--- src/rtl/i2cRegPkg.sv ---
package i2cRegPkg;

  // Control-to-datapath strobes, one clock wide each.
  typedef struct packed {
    logic shiftIn;   // shift the sampled SDA into the receive byte
    logic addrByte;  // fold the received byte into the pointer
    logic writeMem;  // store the received byte at the pointer, then advance
    logic loadTx;    // fetch the register at the pointer, drive its MSB, advance
    logic shiftTx;   // drive the next transmit bit
    logic ackDrive;  // pull SDA low for an acknowledge
    logic relOe;     // release SDA
  } regStrobeT;

  typedef enum logic [2:0] {
    ST_IDLE,
    ST_CTRL,
    ST_ADDRHI,
    ST_ADDRLO,
    ST_WDATA,
    ST_RDATA
  } slvStateT;

  localparam logic [3:0] CTRL_TAG = 4'b1010;

endpackage

--- src/rtl/i2cRegDatapath.sv ---
module i2cRegDatapath
  import i2cRegPkg::*;
#(
  parameter int ADDR_BITS = 4
) (
  input  logic      clk,
  input  logic      rstN,
  input  logic      sclIn,
  input  logic      sdaIn,
  input  regStrobeT str,
  output logic      sclRise,
  output logic      sclFall,
  output logic      startDet,
  output logic      stopDet,
  output logic      sdaSmp,
  output logic      tagMatch,
  output logic      rdDir,
  output logic      sdaOe
);

  localparam int DEPTH = 1 << ADDR_BITS;

  logic [1:0] sclSync, sdaSync;
  logic       sclNow, sclPrev, sdaPrev;
  logic [7:0] rxByte;
  logic [6:0] txRest;
  logic [ADDR_BITS-1:0] ptr, addrLoad;
  logic [7:0] mem [DEPTH];
  logic [7:0] memRd;

  // Two-flop synchronisers plus one history stage for edge detection.
  always_ff @(posedge clk or negedge rstN) begin
    if (!rstN) begin
      sclSync <= 2'b11;
      sdaSync <= 2'b11;
      sclPrev <= 1'b1;
      sdaPrev <= 1'b1;
    end else begin
      sclSync <= {sclSync[0], sclIn};
      sdaSync <= {sdaSync[0], sdaIn};
      sclPrev <= sclSync[1];
      sdaPrev <= sdaSync[1];
    end
  end

  assign sclNow   = sclSync[1];
  assign sdaSmp   = sdaSync[1];
  assign sclRise  = sclNow & ~sclPrev;
  assign sclFall  = ~sclNow & sclPrev;
  assign startDet = sclNow & sclPrev & sdaPrev & ~sdaSmp;
  assign stopDet  = sclNow & sclPrev & ~sdaPrev & sdaSmp;

  assign tagMatch = (rxByte[7:4] == CTRL_TAG);
  assign rdDir    = rxByte[0];

  always_ff @(posedge clk or negedge rstN) begin
    if (!rstN) rxByte <= '0;
    else if (str.shiftIn) rxByte <= {rxByte[6:0], sdaSmp};
  end

  // Address bytes shift into the pointer; a wide array keeps the low bits of two bytes.
  generate
    if (ADDR_BITS > 8) begin : g_wideAddr
      assign addrLoad = {ptr[ADDR_BITS-9:0], rxByte};
    end else begin : g_narrowAddr
      assign addrLoad = rxByte[ADDR_BITS-1:0];
    end
  endgenerate

  assign memRd = mem[ptr];

  always_ff @(posedge clk) begin
    if (str.writeMem) mem[ptr] <= rxByte;
  end

  always_ff @(posedge clk or negedge rstN) begin
    if (!rstN) begin
      ptr    <= '0;
      txRest <= '0;
      sdaOe  <= 1'b0;
    end else begin
      if (str.addrByte) ptr <= addrLoad;
      else if (str.writeMem || str.loadTx) ptr <= ptr + 1'b1;

      if (str.loadTx) txRest <= memRd[6:0];
      else if (str.shiftTx) txRest <= {txRest[5:0], 1'b0};

      if (str.relOe) sdaOe <= 1'b0;
      else if (str.ackDrive) sdaOe <= 1'b1;
      else if (str.loadTx) sdaOe <= ~memRd[7];
      else if (str.shiftTx) sdaOe <= ~txRest[6];
    end
  end

  AST_OE_SCL_LOW: assert property (@(posedge clk) disable iff (!rstN)
    (!$stable(sdaOe) && !$past(startDet) && !$past(stopDet)) |-> !sclNow);
  AST_PTR_STEP: assert property (@(posedge clk) disable iff (!rstN)
    (str.writeMem || str.loadTx) |=> (ptr == $past(ptr) + 1'b1));
  AST_STOP_RELEASE: assert property (@(posedge clk) disable iff (!rstN)
    stopDet |=> !sdaOe);
  AST_ACK_PULLS_LOW: assert property (@(posedge clk) disable iff (!rstN)
    str.ackDrive |=> sdaOe);

endmodule

--- src/rtl/i2cRegControl.sv ---
module i2cRegControl
  import i2cRegPkg::*;
#(
  parameter int ADDR_BYTES = 1
) (
  input  logic      clk,
  input  logic      rstN,
  input  logic      sclRise,
  input  logic      sclFall,
  input  logic      startDet,
  input  logic      stopDet,
  input  logic      sdaSmp,
  input  logic      tagMatch,
  input  logic      rdDir,
  output regStrobeT str
);

  localparam slvStateT FIRST_ADDR = (ADDR_BYTES == 2) ? ST_ADDRHI : ST_ADDRLO;

  slvStateT   state, stateNxt;
  logic [3:0] bitCnt, bitNxt;
  logic       ackPhase, ackNxt;
  logic       slaveAck, slvNxt;
  logic       mstAckLow, contNxt;

  always_comb begin
    str      = '0;
    stateNxt = state;
    bitNxt   = bitCnt;
    ackNxt   = ackPhase;
    slvNxt   = slaveAck;
    contNxt  = mstAckLow;
    if (startDet || stopDet) begin
      stateNxt  = startDet ? ST_CTRL : ST_IDLE;
      bitNxt    = '0;
      ackNxt    = 1'b0;
      slvNxt    = 1'b0;
      str.relOe = 1'b1;
    end else if (state == ST_RDATA) begin
      if (!ackPhase) begin
        if (sclRise && bitCnt < 4'd8) begin
          bitNxt = bitCnt + 4'd1;
        end else if (sclFall && bitCnt == 4'd8) begin
          str.relOe = 1'b1;
          ackNxt    = 1'b1;
        end else if (sclFall && bitCnt != 4'd0) begin
          str.shiftTx = 1'b1;
        end
      end else if (sclRise && !slaveAck) begin
        contNxt = ~sdaSmp;
      end else if (sclFall) begin
        ackNxt = 1'b0;
        slvNxt = 1'b0;
        bitNxt = '0;
        if (slaveAck || mstAckLow) begin
          str.loadTx = 1'b1;
        end else begin
          str.relOe = 1'b1;
          stateNxt  = ST_IDLE;
        end
      end
    end else if (state != ST_IDLE) begin
      if (!ackPhase) begin
        if (sclRise && bitCnt < 4'd8) begin
          str.shiftIn = 1'b1;
          bitNxt      = bitCnt + 4'd1;
        end else if (sclFall && bitCnt == 4'd8) begin
          if (state == ST_CTRL && !tagMatch) begin
            stateNxt = ST_IDLE;
          end else begin
            str.ackDrive = 1'b1;
            ackNxt       = 1'b1;
            slvNxt       = 1'b1;
            case (state)
              ST_CTRL:   stateNxt = rdDir ? ST_RDATA : FIRST_ADDR;
              ST_ADDRHI: begin str.addrByte = 1'b1; stateNxt = ST_ADDRLO; end
              ST_ADDRLO: begin str.addrByte = 1'b1; stateNxt = ST_WDATA; end
              default:   str.writeMem = 1'b1;
            endcase
          end
        end
      end else if (sclFall) begin
        ackNxt    = 1'b0;
        slvNxt    = 1'b0;
        bitNxt    = '0;
        str.relOe = 1'b1;
      end
    end
  end

  always_ff @(posedge clk or negedge rstN) begin
    if (!rstN) begin
      state     <= ST_IDLE;
      bitCnt    <= '0;
      ackPhase  <= 1'b0;
      slaveAck  <= 1'b0;
      mstAckLow <= 1'b0;
    end else begin
      state     <= stateNxt;
      bitCnt    <= bitNxt;
      ackPhase  <= ackNxt;
      slaveAck  <= slvNxt;
      mstAckLow <= contNxt;
    end
  end

  AST_START_TO_CTRL: assert property (@(posedge clk) disable iff (!rstN)
    startDet |=> (state == ST_CTRL));
  AST_STOP_TO_IDLE: assert property (@(posedge clk) disable iff (!rstN)
    (stopDet && !startDet) |=> (state == ST_IDLE));

endmodule

--- src/rtl/i2cRegSlave.sv ---
module i2cRegSlave
  import i2cRegPkg::*;
#(
  parameter int ADDR_BITS = 4
) (
  input  logic clk,
  input  logic rstN,
  input  logic sclIn,
  input  logic sdaIn,
  output logic sdaOe
);

  localparam int ADDR_BYTES = (ADDR_BITS > 8) ? 2 : 1;

  regStrobeT str;
  logic sclRise, sclFall, startDet, stopDet, sdaSmp, tagMatch, rdDir;

  i2cRegControl #(.ADDR_BYTES(ADDR_BYTES)) u_ctrl (
    .clk      (clk),
    .rstN     (rstN),
    .sclRise  (sclRise),
    .sclFall  (sclFall),
    .startDet (startDet),
    .stopDet  (stopDet),
    .sdaSmp   (sdaSmp),
    .tagMatch (tagMatch),
    .rdDir    (rdDir),
    .str      (str)
  );

  i2cRegDatapath #(.ADDR_BITS(ADDR_BITS)) u_data (
    .clk      (clk),
    .rstN     (rstN),
    .sclIn    (sclIn),
    .sdaIn    (sdaIn),
    .str      (str),
    .sclRise  (sclRise),
    .sclFall  (sclFall),
    .startDet (startDet),
    .stopDet  (stopDet),
    .sdaSmp   (sdaSmp),
    .tagMatch (tagMatch),
    .rdDir    (rdDir),
    .sdaOe    (sdaOe)
  );

endmodule

--- config.mk ---
export PLATFORM = sky130hd
export DESIGN_NAME = i2cRegSlave
export DESIGN_NICKNAME = d
export VERILOG_FILES = /design/src/rtl/i2cRegPkg.sv /design/src/rtl/i2cRegDatapath.sv /design/src/rtl/i2cRegControl.sv /design/src/rtl/i2cRegSlave.sv
export SDC_FILE = /design/constraint.sdc
export NUM_CORES = 1
export LEC_CHECK = 0
export BUFFER_PORTS_ARGS = -buffer_cell sky130_fd_sc_hd__buf_2
export CORE_MARGIN = 8
export CORE_UTILIZATION = 56
export CTS_CLUSTER_DIAMETER = 80
export DETAILED_ROUTE_END_ITERATION = 7
export GPL_TIMING_DRIVEN = 1
export PLACE_DENSITY_LB_ADDON = 0.25
export SLEW_MARGIN = 20
export SYNTH_ARGS = -nofsm -noshare
export SYNTH_HDL_FRONTEND = slang
export SYNTH_SLANG_ARGS = --single-unit
--- constraint.sdc ---
create_clock -name clk -period 5.6 [get_ports clk]
set_clock_uncertainty 0.1 [all_clocks]
set_input_delay 0.28 -clock clk [delete_from_list [all_inputs] [get_ports clk]]
set_output_delay 0.28 -clock clk [all_outputs]
set_load 0.01 [all_outputs]
==> results of run 1 <==
-- power by group through the flow --
stage | combinational [mW] | clock (mW) | sequential [mW]
2_1_floorplan | 0.179 | 0 | 1.60
3_3_place_gp | 0.202 | 0 | 1.69
3_5_place_dp | 0.210 | 0 | 1.70
4_1_cts | 0.213 | 1.22 | 1.68
5_1_grt | 0.241 | 1.27 | 1.69
6_report | 0.213 | 1.20 | 1.67
-- cells by family (layout without fill, tap and decap cells) --
family,Yosys count,count (layout),share of synthesized area
flip-flops,164,164,0.682
AND/OR/NAND/NOR,100,100,0.0794
multiplexers,57,57,0.143
AO/OA/AOI/OAI,56,56,0.0582
buffers and inverters,29,51,0.0225
adder cells (fa/ha/maj),6,6,0.0108
XOR/XNOR,3,3,0.00377
-- cell type report --
class,instances,area (sq um),area share
multi-input combinational,222,2070,0.267
clock buffer,19,433,0.0558
inverter,9,33.8,0.00435
timing repair buffer,10,72.6,0.00935
clock inverter,13,184,0.0237
sequential,164,4750,0.612
tap,168,210,0.0271
-- per-layer routing --
metal / wire length, um / global-route usage / vias to the layer above
met5: 0 / 0 / -
met4: 295 / 0.0791 / 0
met3: 641 / 0.0466 / 24
met2: 6560 / 0.279 / 105
met1: 5810 / 0.230 / 1895
li1: - / - / 1658
-- worst max path at each step --
stage | slack, ns | from | end | cells after the start
floorplan | 3.22 | u_ctrl.bitCnt[0] | u_data.mem[3][0] | 7
global placement | 2.65 | u_ctrl.ackPhase | u_data.mem[3][5] | 4
global route | 2.61 | u_ctrl.bitCnt[0] | u_data.mem[9][0] | 6
finish | 2.78 | u_data.ptr[1] | u_data.mem[10][6] | 4
CTS | 2.53 | u_data.ptr[1] | u_data.mem[2][6] | 4
detailed placement | 2.52 | u_data.ptr[1] | u_data.mem[2][4] | 4
-- stage by stage --
| step | instances | hold WS [ns] | utilization |
|---|---|---|---|
| floorplan | 415 | -0.116 | - |
| global placement | 570 | 0.251 | 0.588 |
| detailed placement | 570 | 0.248 | 0.589 |
| CTS | 605 | 0.261 | 0.643 |
| global route | 605 | 0.264 | 0.643 |
| finish | 605 | 0.258 | 0.643 |
-- worst register-to-register path, delay by kind of cell (launching register included) --
kind	cells	cell delay [ns]
flops	1	0.90
buf+inv	1	0.45
fa+ha+maj	1	0.24
simple gates	2	0.74
-- synth_stat cells (6+ instances only) --
cell type	number
mux4_2	25
mux2i_1	15
buf_2	10
ha_1	6
mux4_1	6
edfxtp_1	128
inv_1	9
dfstp_2	6
o21ai_0	6
nor2_1	27
a21oi_1	13
o22ai_1	6
nand2_1	24
dfrtp_1	30
mux2_2	11
nand3_1	6
nand2b_1	7
-- state kept, by name, summed over array words and instances, names as in the netlist --
name              flops
u_ctrl.state          3
u_data.rxByte         8
u_ctrl.mstAckLow      1
u_data.sclSync        2
u_data.sclPrev        1
u_data.sdaSync        2
u_ctrl.ackPhase       1
u_data.sdaOe          1
u_ctrl.bitCnt         4
u_ctrl.slaveAck       1
u_data.ptr            4
u_data.sdaPrev        1
u_data.mem          128
u_data.txRest         7
-- what timing repair did --
action,4_1_cts,5_1_grt
gates resized for setup,0,0
hold buffers,3,0
endpoints found under the hold margin,32,0
==> impl_results.md, run 1 <==
* Clock Path Buffers at 2
* # IOs at 5
* CP required at between 5 and 6 ns
* Fillers at between 800 and 900
* Cells along the critical path: buf_4 -> ha_1 -> nand2_1 -> nor2_1
* Overall power at about 3.1 mW
* Grt ovf at 0
* Combinational Power Share at 0.069
* Drt wl/cell at 22.0 um
* Post-Syn Area at slightly below 7000 sq um
* Final nets at ~430
* Reg2Reg Setup Slack at roughly 2.8 ns
* TNS Setup at 0 ns
* Switching Power at roughly 0.76 mW
* Global-route wire length before repair at between 20,000 and 25,000 um
* Top post-synthesis cells by area: edfxtp_1, dfrtp_1, mux4_2
* Initial Util at 0.577
* TritonCTS clock tree: built
* Buf/Inv on CP at 1
* Worst vdd ir at 0.000330 V
* Crit-path slowest cell: dfrtp_1
* Fmax at 355 MHz
* Die Span Y at 128 um
* Worst setup margin at between 2 and 3 ns
* Vias per std cell at about 6
* Post-CTS repair timing setup buffer count at 0
* WP data arrival at 2.76 ns
* I/O Buffers at 4
* Post-DP HPWL at ~8400 um
* Die span in x at roughly 130 um
* Hold EP: u_data.sdaSync[1]
* Worst Tran Pin Value at 1.02 ns
* Mapped Cells at approximately 420
* Clock Tree Root: clkbuf_16
* CP max FO at 21
* Commonest non-fill, non-tap cell in the layout: edfxtp_1
* Post-Layout Inst Area at a little under 8000 sq um
* Max stage delay on crit path at ~0.90 ns
* H-tree depth at 4
* Final worst-path cycle share at 0.503
* Post-synthesis cell type count at 64
* Routed Antenna Nets at 0
* Core Region at 12,100 sq um
* Largest area contributor in the netlist: edfxtp_1
* Final setup fails at 0
* Setup CP Type: reg -> reg
* Status: completed
* EDFF count, synth at ~130
* Internal Power at around 2.3 mW
* WL final at approximately 13,000 um
* DRC viols at 0
* Synth warn at 0
* Avg Synthesized Cell Area at between 15 and 20 sq um
* Clock-pin slew on the worst setup and hold paths at roughly 0.060 ns
* Hold wc startpoint: u_data.sdaSync[0]
* Sw frac at 0.246
* RSZ-0062 raised after global routing: false
* Initial antenna violation count at 0
* Share of layout cells above drive strength 1 at 0.213
* Sequential share of power at 0.543
* Reg-to-reg critical path endpoint: u_data.mem[10][6]
* Worst reg2reg path startpoint: u_data.ptr[1]
* Final hold violations at 0
* Crit path max-delay family: flip-flops
* GRT Util Overall at 0.178
* Async set-or-reset flop fraction in the synthesized netlist at 0.220
* Synthesized Nets at 425
* GP Congestion at approximately 0.84
* Synth top area share at 0.552
* Min cycle time layout at around 2.8 ns
* CTS Buf Count at 17
* FF-to-FF path depth at 4
* # rows at 40
* Min-delay worst type: reg -> reg
* Slew margin rel. at 0.314
* Top FF cell, synth: edfxtp_1
* Power per Cell Area at 397 nW/um^2
* Post-Place Setup Slack at between 2 and 3 ns
* Clk Latency, worst-skew pair at approximately 0.42 ns
* Routed vias at approximately 3,700
* WHS Path Cells at 0
* Leakage at about 2.7 nW
* Area grow syn2layout at 11.5%
* Placed cell area at 7100 sq um
* Max_cap viols at 0
* Most frequent cells in the layout: edfxtp_1, dfrtp_1, nor2_1
* Clk pwr share at 0.388
* Slew Limit Fails at 0
* CP startpoint kind: register
* Drt pass-1 iters at 4
* Register area share after synthesis at 0.682
* Initial DRC count at ~340
* Vias in the first global route at around 3,700
* Die area at between 15,000 and 20,000 sq um
* Yosys reg bits at 164
* CP endpoint kind: register
* Largest net degree at the start of global routing at 38
* Sink Count at between 150 and 200
* ANT cells at 0
Note: power is estimated with default switching activity, not from simulation.
==> inputs of run 2 (changes only) <==
Clock period 5.6 ns to 2.55 ns, I/O delays scaled along.
==> run 2 against run 1 <==
Critical path depth up 3; worst hold slack worse by 0.020 ns; critical path type unchanged; combinational power rose to 2.9 times the previous value; via count up 2.4%; clock-buffer cell count grew 3; total power grew 110%.
==> impl_results.md, run 2 (synthesis results as in run 1) <==
* Sink Count at between 150 and 200
* Clock-pin slew on the worst setup and hold paths at around 0.06 ns
* Min cycle time layout at 2.27 ns
* Status: completed
* Vias per std cell at about 6.0
* Final worst-path cycle share at 0.892
* Initial Util at 0.577
* Max reg flops at about 130
* # IOs at 5
* Die Span Y at 128 um
* Final hold violations at 0
* Reg2Reg Setup Slack at around 0.28 ns
* Crit path from: u_ctrl.bitCnt[0]
* Min-delay worst type: in -> async
* FF-to-FF path depth at 7
* WL final at approximately 14,000 um
* Area grow syn2layout at 12.6%
* Worst Tran Pin Value at 0.802 ns
* Commonest non-fill, non-tap cell in the layout: edfxtp_1
* I/O Buffers at 4
* CP max FO at 8
* Routed vias at 3,769
* Clk Latency, worst-skew pair at roughly 0.42 ns
* Largest registers: u_data.mem (128), u_data.rxByte (8), u_data.txRest (7)
* Reg-to-reg critical path endpoint: u_data.mem[13][3]
* Worst setup endpoint: u_data.mem[13][3]
* Leakage at about 2.7 nW
* Largest net degree at the start of global routing at 37
* Clock Tree Root: clkbuf_16
* Sw frac at 0.259
* GP Congestion at about 0.87
* Core Region at approximately 12,000 sq um
* # rows at 40
* Most frequent cells in the layout: edfxtp_1, dfrtp_1, nor2_1
* Global-route wire length before repair at 22,000 um
* H-tree depth at 4
* Share of layout cells above drive strength 1 at 0.228
* Switching Power at 1.66 mW
* DRC viols at 0
* Overall power at ~6.4 mW
* Slew Limit Fails at 0
* Initial antenna violation count at 0
* WP data arrival at roughly 2.3 ns
* CP endpoint kind: register
* TritonCTS clock tree: built
* Power per Cell Area at between 800 and 900 nW/um^2
* Initial DRC count at 440
* Fillers at ~800
* ANT cells at 0
* Final setup fails at 0
* Setup CP Type: reg -> reg
* Post-DP HPWL at just under 9000 um
* CP startpoint kind: register
* TNS Setup at 0 ns
* Clk pwr share at 0.344
* Drt pass-1 iters at 5
* Die span in x at about 130 um
* GRT Util Overall at 0.184
* Clock Path Buffers at 2
* Fmax at roughly 440 MHz
* Internal Power at approximately 4.7 mW
* Routed Antenna Nets at 0
* CTS Buf Count at 17
* Final core utilization at 0.650
* Slew margin rel. at 0.465
* Grt ovf at 0
* Final nets at around 460
* Post-CTS repair timing setup buffer count at 0
* Post_cts resized at 0
* Drt wl/cell at 21.9 um
* Max_cap viols at 0
* RSZ-0062 raised after global routing: false
* CP required at 2.58 ns
* Vias in the first global route at 3,803
* Die area at approximately 16,000 sq um
* Sequential share of power at 0.559
* Worst reg2reg path startpoint: u_ctrl.bitCnt[0]
* Worst vdd ir at between 0.0007 and 0.0008 V
* Combinational Power Share at 0.097
* Largest register by flop count: u_data.mem
run 2: changes by cell type in the layout (fill, tap and decap cells not counted), sizes merged:
| cell | previous run | this run |
|---|---|---|
| clkinvlp | 2 | 3 |
| clkinv | 7 | 5 |
| inv | 9 | 11 |
| clkbuf | 19 | 22 |
| buf | 7 | 30 |
| bufinv | 4 | 0 |
run 2: critical path: stages (launching register included):
cell and delay, ns:
dfrtp_1 0.38, inv_1 0.10, ha_1 0.19, nor3b_2 0.34, and4_4 0.33, nand2_1 0.13, nor2_1 0.18, buf_4 0.22
run 2: area by class of cell:
cell class              count  area (sq um)  area share
inverters                   9          33.8     0.00431
clock buffers              22           444      0.0567
clock inverters            10          58.8     0.00750
repair buffers             33           283      0.0361
multi-input cells         222          2050       0.262
well taps                 168           210      0.0268
flip-flops and latches    164          4750       0.606
run 2: power groups by stage:
stage / Clock (mW) / Sequential, mW / Combinational (mW)
floorplan: 0 / 3.51 / 0.393
global placement: 0 / 3.63 / 0.593
detailed placement: 0 / 3.65 / 0.616
CTS: 2.23 / 3.59 / 0.623
global route: 2.34 / 3.62 / 0.697
finish: 2.20 / 3.58 / 0.621
run 2: routing by layer:
metal,vias to the layer above,part of all wire,track usage
met1,1911,0.44,0.251
li1,1697,-,-
met2,143,0.48,0.280
met3,18,0.065,0.0503
met5,-,0,0
met4,0,0.015,0.0616
run 2: timing repair:
| action | CTS | global route |
|---|---|---|
| hold buffers | 3 | 0 |
| endpoints found under the setup margin | 0 | 0 |
| endpoints found under the hold margin | 32 | 0 |
run 2: worst min-delay path by stage:
stage               cells past startpoint                 to
floorplan                               0    u_ctrl.ackPhase
finish                                  2   u_data.txRest[1]
CTS                                     2   u_ctrl.bitCnt[0]
global placement                        1  u_data.sclSync[0]
global route                            0  u_data.sdaSync[1]
detailed placement                      1  u_data.sdaSync[0]
run 2: metrics by stage:
stage          setup WS, ns  cell area, sq um  hold WS (ns)  std cells
2_1_floorplan         0.167              6960        -0.268        415
3_3_place_gp          0.416              7300         0.136        593
3_5_place_dp          0.337              7300         0.140        593
4_1_cts               0.304              7840         0.256        628
5_1_grt               0.118              7840         0.264        628
6_report              0.276              7840         0.238        628
